### config.mk
export PLATFORM = sky130hd
export DESIGN_NAME = i2c_evt_flags
export DESIGN_NICKNAME = d
export VERILOG_FILES = /design/src/rtl/i2c_flag_pkg.sv /design/src/rtl/i2c_flag_cell.sv /design/src/rtl/i2c_flag_events.sv /design/src/rtl/i2c_evt_flags.sv
export SDC_FILE = /design/constraint.sdc
export NUM_CORES = 1
export LEC_CHECK = 0
export BUFFER_PORTS_ARGS = -buffer_cell sky130_fd_sc_hd__buf_2
export CORE_AREA = 2 2 39 41
export CTS_CLUSTER_DIAMETER = 40
export CTS_CLUSTER_SIZE = 20
export DETAILED_ROUTE_END_ITERATION = 7
export DIE_AREA = 0 0 41 43
export MAX_ROUTING_LAYER = met4
export SLEW_MARGIN = 10
export SYNTH_ARGS = -nofsm -noshare
export SYNTH_HDL_FRONTEND = slang
export SYNTH_HIERARCHICAL = 1
export SYNTH_SLANG_ARGS = --single-unit
### constraint.sdc
create_clock -name clk -period 0.8 [get_ports clk]
set_input_delay 0.16 -clock clk [delete_from_list [all_inputs] [get_ports clk]]
set_output_delay 0.16 -clock clk [all_outputs]
set_load 0.01 [all_outputs]
### src/rtl/i2c_flag_pkg.sv
package i2c_flag_pkg;
   localparam int NFLAG  = 4;
   localparam int F_RXF  = 0;
   localparam int F_STOP = 1;
   localparam int F_HDR  = 2;
   localparam int F_BTF  = 3;

   typedef logic [NFLAG-1:0] flag_vec_t;

   // flags that need a status read before their clearing write
   function automatic bit needs_arm(input int idx);
      return (idx == F_STOP) || (idx == F_HDR);
   endfunction
endpackage

### src/rtl/i2c_flag_cell.sv
module i2c_flag_cell #(
   parameter bit TWO_STEP = 1'b0
) (
   input  logic clk,
   input  logic rst_n,
   input  logic kill_i,
   input  logic set_i,
   input  logic clr_i,
   input  logic arm_i,
   output logic flag_o
);
   logic flag_q;
   logic do_clr;

   generate
      if (TWO_STEP) begin : g_seq
         logic armed_q;
         always_ff @(posedge clk or negedge rst_n) begin
            if (!rst_n)                         armed_q <= 1'b0;
            else if (kill_i || set_i || !flag_q) armed_q <= 1'b0;
            else if (clr_i && armed_q)          armed_q <= 1'b0;
            else if (arm_i)                     armed_q <= 1'b1;
         end
         assign do_clr = clr_i && armed_q;
      end else begin : g_direct
         assign do_clr = clr_i;
      end
   endgenerate

   always_ff @(posedge clk or negedge rst_n) begin
      if (!rst_n)      flag_q <= 1'b0;
      else if (kill_i) flag_q <= 1'b0;
      else if (set_i)  flag_q <= 1'b1;
      else if (do_clr) flag_q <= 1'b0;
   end

   assign flag_o = flag_q;
endmodule

### src/rtl/i2c_flag_events.sv
module i2c_flag_events
   import i2c_flag_pkg::*;
(
   input  logic      en,
   input  logic      no_stretch,
   input  logic      is_tx,
   input  logic      is_master,
   input  logic      ack_en,
   input  logic      pec_en,
   input  logic      pec_next,
   input  logic      tx_empty,
   input  logic      ev_byte_rx,
   input  logic      ev_addr_phase,
   input  logic      ev_arb_lost,
   input  logic      ev_nack,
   input  logic      ev_stop_seen,
   input  logic      ev_hdr_sent,
   input  logic      ev_slot_due,
   input  logic      ev_start_stop,
   input  logic      rd_stat,
   input  logic      wr_ctrl,
   input  logic      rd_data,
   input  logic      wr_data,
   input  flag_vec_t flags_q,
   output flag_vec_t set_v,
   output flag_vec_t clr_v,
   output flag_vec_t arm_v,
   output logic      kill
);
   logic rx_take, btf_rx, btf_tx;

   always_comb begin
      rx_take = en && !is_tx && ev_byte_rx && !ev_addr_phase && !ev_arb_lost;
      btf_rx  = rx_take && flags_q[F_RXF];
      btf_tx  = is_tx && ev_slot_due && tx_empty && !(pec_en && pec_next);

      set_v         = '0;
      set_v[F_RXF]  = rx_take;
      set_v[F_STOP] = ev_stop_seen && !is_master && ack_en && !ev_nack;
      set_v[F_HDR]  = ev_hdr_sent && is_master && !ev_nack;
      set_v[F_BTF]  = !no_stretch && !ev_nack && (btf_rx || btf_tx);

      clr_v         = '0;
      clr_v[F_RXF]  = wr_data || (rd_data && !flags_q[F_BTF]);
      clr_v[F_STOP] = wr_ctrl;
      clr_v[F_HDR]  = wr_data;
      clr_v[F_BTF]  = rd_data || wr_data || (is_tx && ev_start_stop);

      arm_v = {NFLAG{rd_stat}};
      kill  = !en;
   end
endmodule

### src/rtl/i2c_evt_flags.sv
module i2c_evt_flags
   import i2c_flag_pkg::*;
(
   input  logic clk,
   input  logic rst_n,
   input  logic en,
   input  logic no_stretch,
   input  logic is_tx,
   input  logic is_master,
   input  logic ack_en,
   input  logic pec_en,
   input  logic pec_next,
   input  logic tx_empty,
   input  logic ev_byte_rx,
   input  logic ev_addr_phase,
   input  logic ev_arb_lost,
   input  logic ev_nack,
   input  logic ev_stop_seen,
   input  logic ev_hdr_sent,
   input  logic ev_slot_due,
   input  logic ev_start_stop,
   input  logic rd_stat,
   input  logic wr_ctrl,
   input  logic rd_data,
   input  logic wr_data,
   output logic rx_full,
   output logic stop_det,
   output logic hdr10,
   output logic xfer_done
);
   flag_vec_t flags_q, set_v, clr_v, arm_v;
   logic      kill;

   if (NFLAG != 4) begin : g_bad_cfg
      $error("i2c_evt_flags expects exactly four flags");
   end

   i2c_flag_events u_evt (
      .en(en), .no_stretch(no_stretch), .is_tx(is_tx), .is_master(is_master),
      .ack_en(ack_en), .pec_en(pec_en), .pec_next(pec_next), .tx_empty(tx_empty),
      .ev_byte_rx(ev_byte_rx), .ev_addr_phase(ev_addr_phase),
      .ev_arb_lost(ev_arb_lost), .ev_nack(ev_nack), .ev_stop_seen(ev_stop_seen),
      .ev_hdr_sent(ev_hdr_sent), .ev_slot_due(ev_slot_due),
      .ev_start_stop(ev_start_stop), .rd_stat(rd_stat), .wr_ctrl(wr_ctrl),
      .rd_data(rd_data), .wr_data(wr_data), .flags_q(flags_q),
      .set_v(set_v), .clr_v(clr_v), .arm_v(arm_v), .kill(kill)
   );

   for (genvar gi = 0; gi < NFLAG; gi++) begin : g_flag
      i2c_flag_cell #(.TWO_STEP(needs_arm(gi))) u_cell (
         .clk(clk), .rst_n(rst_n), .kill_i(kill),
         .set_i(set_v[gi]), .clr_i(clr_v[gi]), .arm_i(arm_v[gi]),
         .flag_o(flags_q[gi])
      );
   end

   assign rx_full   = flags_q[F_RXF];
   assign stop_det  = flags_q[F_STOP];
   assign hdr10     = flags_q[F_HDR];
   assign xfer_done = flags_q[F_BTF];
endmodule

Word-level counts from Yosys, hierarchy flattened --
Index checks and enable logic that the tools add are counted.
Cells by class: multiply operators 0, shifts and indexed selects 0, add/subtract/negate cells 0, magnitude comparators 0, bitwise logic cells 0, reduce and logical (&&, ||, !) cells 41, div/mod/pow operators 0, equal/unequal tests 4, muxes and demuxes 17
Operators by type and width (number):
- $logic_and 1x1->1 | 20
- $mux 1 | 17
- $ne 3x1->1 const B | 4
- $logic_not 1->1 | 11
- $logic_or 1x1->1 | 8
- $reduce_bool 3->1 | 2
Word-level totals: memory bits (read-only) 0, word-level logic and storage cells 68, memories kept 0, latch bits 0, register bits 6, output and inout port bits 4, memory bits (writable) 0

Depth between registers and ports, before layout --
depth after elaboration 10, depth in mapped cells 5, depth with buffers taken out 5

Cells and area by module --
Netlist, hierarchy kept.
By module, submodules not included:
- i2c_flag_cell (g_flag[1].u_cell ...) | area an instance 85.1 um^2, cells each 7, times used 2, sequential area each 50.0 um^2
- i2c_flag_events | area an instance 140.1 um^2, cells each 20, times used 1, sequential area each 0.0 um^2
- i2c_flag_cell (g_flag[0].u_cell ...) | area an instance 43.8 um^2, cells each 4, times used 2, sequential area each 25.0 um^2

Least setup slack after synthesis --
OpenSTA, ideal clock, no wires.
path type reg-to-reg, from reg g_flag[3].u_cell.flag_q, to reg g_flag[0].u_cell.flag_q, arrival 845 ps, cell stages (with the launch flop) 5, slack -118 ps, library setup time 73 ps, cell sequence dfrtp_1 inv_1 a21o_1 nand2b_1 a21oi_2
On the way: cells in the longest elaborated chain, start to end 4
Ends and longest elaborated chain:
- from (decl) | line i2c_flag_cell.sv:12 | logic flag_q;
- from (signal assigned) | line i2c_flag_cell.sv:31 | if (!rst_n) flag_q <= 1'b0;
- from (signal assigned) | line i2c_flag_cell.sv:32 | else if (kill_i) flag_q <= 1'b0;
- from (signal assigned) | line i2c_flag_cell.sv:33 | else if (set_i) flag_q <= 1'b1;
- $logic_not 1->1 | line i2c_flag_events.sv:44 | clr_v[F_RXF] = wr_data || (rd_data && !flags_q[F_BTF]);
- $logic_and 1x1->1 | line i2c_flag_events.sv:44
- $logic_or 1x1->1 | line i2c_flag_events.sv:44
- net clr_v[0] | line i2c_evt_flags.sv:31 | flag_vec_t flags_q, set_v, clr_v, arm_v;
- $ne 3x1->1 (no line)
- to (signal assigned) | line i2c_flag_cell.sv:32
- to (signal assigned) | line i2c_flag_cell.sv:33
- to (signal assigned) | line i2c_flag_cell.sv:34 | else if (do_clr) flag_q <= 1'b0;
- to (decl) | line i2c_flag_cell.sv:12
The timed path passes the listed nets, and every way through them passes these cells. A chain may end at the register's enable or synchronous reset.

Final worst setup path --
from reg g_flag[3].u_cell.flag_q, to out xfer_done
RTL lines:
- to (decl) | line i2c_evt_flags.sv:29 | output logic xfer_done
No word-level cell between the ends.

==> results.yml <==
placement:
  place_area_sq_um: 536
  placed_cells: 81
  place_congestion: 0.637
  portBuffers: 25
  dp_hpwl_microns: 675
run:
  cap_viol_max_count: 0
power:
  power.density_mw_per_mm2: 1220
  vdd_drop_max_v: 0.000379
  p_leak_nw: 0.305
  switching_share_pct: 23.5
  power_frac_comb_pct: 19.4
  seq_power_share_pct: 42.7
  p_clk_share_pct: 38.0
  p_int_mw: 0.563
  netSwitchingPower_mw: 0.173
synthesis:
  syn-num-nets: 62
  synth_area_sq_um: 383
  netlist_instances: 40
  syn_avg_cell_area_sq_um: 9.57
  yosys_warnings: 6
route:
  detail_route.wl_per_cell_microns: 9.51
  antenna_left: 0
  via_per_inst: 4.31
  drt_iter0_drc: 4
  dr.pass1.iters: 4
  num_vias: 375
  wl_microns: 827
  drcViolationCount: 0
global_routing:
  grt_util_all_layers_pct: 11.2
  grt_max_degree: 7
  grt_pass1_vias: 340
  overflow: 0
  antenna_found_initial: 0
  grt_pass1_wl_microns: 1240
sta:
  period_minus_slack_ps: 1010
  hold_slack_ps: 199
  fin_skew_ps: 4.98
  finalCritPeriodShare_pct: 126
  max_freq_mhz: 989
  post-route-worst-setup-slack_ps: -212
  maxSlewHeadroom_pct: 80.5
  hold_violations: 0
  rsz0062_at_grt: "true"
  final_max_slew_viol_count: 0
  tightestPinTransition_ps: 293
  setup_violations: 7
  tns_ps: -662
min_path:
  hp-start: "ev_arb_lost"
  hold_end: "g_flag[0].u_cell/flag_o$_DFFE_PN0P_"
  hold-path-cell-count: 4
  hold_path.class: "input port to flip-flop"
clock_tree:
  clk_path_buf_depth: 2
  clkTransAtPathRegs_ps: 50
  cts_buffers: 3
  clock-sinks: 6
  clock-root-buffer: "clkbuf_4"
  h-tree-depth: 1
  clk_latency_ps: 250
  cts_tree: "built"
die:
  die-area_sq_mm: 0.00176
  fp.dieH_microns: 43
  fp.dieW_microns: 41
  core.rowCount: 14
  core_area_sq_mm: 0.00138
  initial_core_util_pct: 27.7
  io_pins: 26
finish:
  antenna_cells: 0
  drive_gt1_share_pct: 64.8
  final_core_util_pct: 43.7
  postLayoutCellArea_sq_um: 604
  finish.net_count: 95
  fin_cells: 87
  area_delta_synth_final_pct: 57.8
setup_path:
  crit_slowest_cell: "dfrtp_1"
  crit_path_max_incr_delay_ps: 380
  crit_type: "flip-flop to primary output"
  r2r_start: "g_flag[0].u_cell/flag_o$_DFFE_PN0P_"
  rr_endpoint: "g_flag[3].u_cell/flag_o$_DFFE_PN0P_"
  reg2reg_depth: 4
  worstPathArrival_ps: 850
  crit_path_start: "g_flag[3].u_cell/flag_o$_DFFE_PN0P_"
  endpoint_kind: "primary output"
  worstSetupStartpointType: "flip-flop"
  rrSetupSlack_ps: -80
  crit_top_cell: "buf_6"
  crit_required_ps: 640
  worst-path-max-fanout: 2
  worstPathCellList: "buf_6 -> buf_6"
status:
  status: "complete, but fails checks"
  violations: "setup timing"
==> per-layer routing <==
metal,track usage (%),share of wire [%],vias up
met1,12.5,40,158
met3,0,6.7,4
met2,15.3,49,17
met5,-,0,-
li1,-,-,196
met4,14.0,4.4,0
==> power groups by stage <==
stage                     Clock (mW)  Combinational [mW]  Sequential, mW
after floorplan                    0              0.0570           0.322
after global placement             0               0.133           0.319
after detailed placement           0               0.133           0.319
after CTS                      0.289               0.142           0.314
after global routing           0.307               0.158           0.314
final                          0.279               0.143           0.314
==> worst max-delay path, delay by kind of cell (launching register included) <==
family                 cells  cell delay, ps
buffers and inverters      2             230
flip-flops                 1             380
==> timing repair <==
item	CTS	global route
pin swaps	0	0
hold buffers	1	0
setup buffers	2	0
endpoints found under the setup margin	7	10
gates resized for setup	3	2
hold endpoints to repair	6	0
==> state kept, by name, summed over array words and instances (netlist names) <==
name	flops
g_flag.u_cell/flag_o	4
g_flag.u_cell/g_seq.armed_q	2
==> metrics by stage <==
step / power, mW / worst slack [ps]
finish: 0.736 / -212
global route: 0.779 / -242
CTS: 0.744 / -216
detailed placement: 0.452 / -214
global placement: 0.451 / -183
floorplan: 0.379 / -67.2
==> how the worst max path moves through the flow <==
stage                     slack (ps)                                  end
after floorplan                  -70  g_flag[0].u_cell/flag_o$_DFFE_PN0P_
after global placement          -180  g_flag[3].u_cell/flag_o$_DFFE_PN0P_
after detailed placement        -210  g_flag[3].u_cell/flag_o$_DFFE_PN0P_
after CTS                       -220                            xfer_done
after global routing            -240                            xfer_done
final                           -210                            xfer_done
==> layout make-up <==
| type | count | area [sq um] |
|---|---|---|
| inverters | 6 | 22.5 |
| multi-input cells | 23 | 188 |
| fillers | 146 | 779 |
| flip-flops and latches | 6 | 150 |
| clock buffers | 3 | 22.5 |
| repair buffers | 33 | 201 |
| well taps | 16 | 20.0 |
==> placed cells by master, fill, tap and decap left out <==
master         count
a2111oi_2          1
a211o_2            1
a21bo_2            2
a21o_1             1
a21oi_2            4
a31o_1             1
buf_2             24
buf_4              5
buf_6              3
clkbuf_4           3
dfrtp_1            6
dlygate4sd3_1      1
inv_1              6
nand2_1            1
nand2b_1           1
nand2b_4           1
nand3_1            1
nand3b_1           1
nor2_1             4
nor3_1             1
nor4_2             2
nor4bb_1           1
Note: power is estimated with default switching activity, not from simulation.
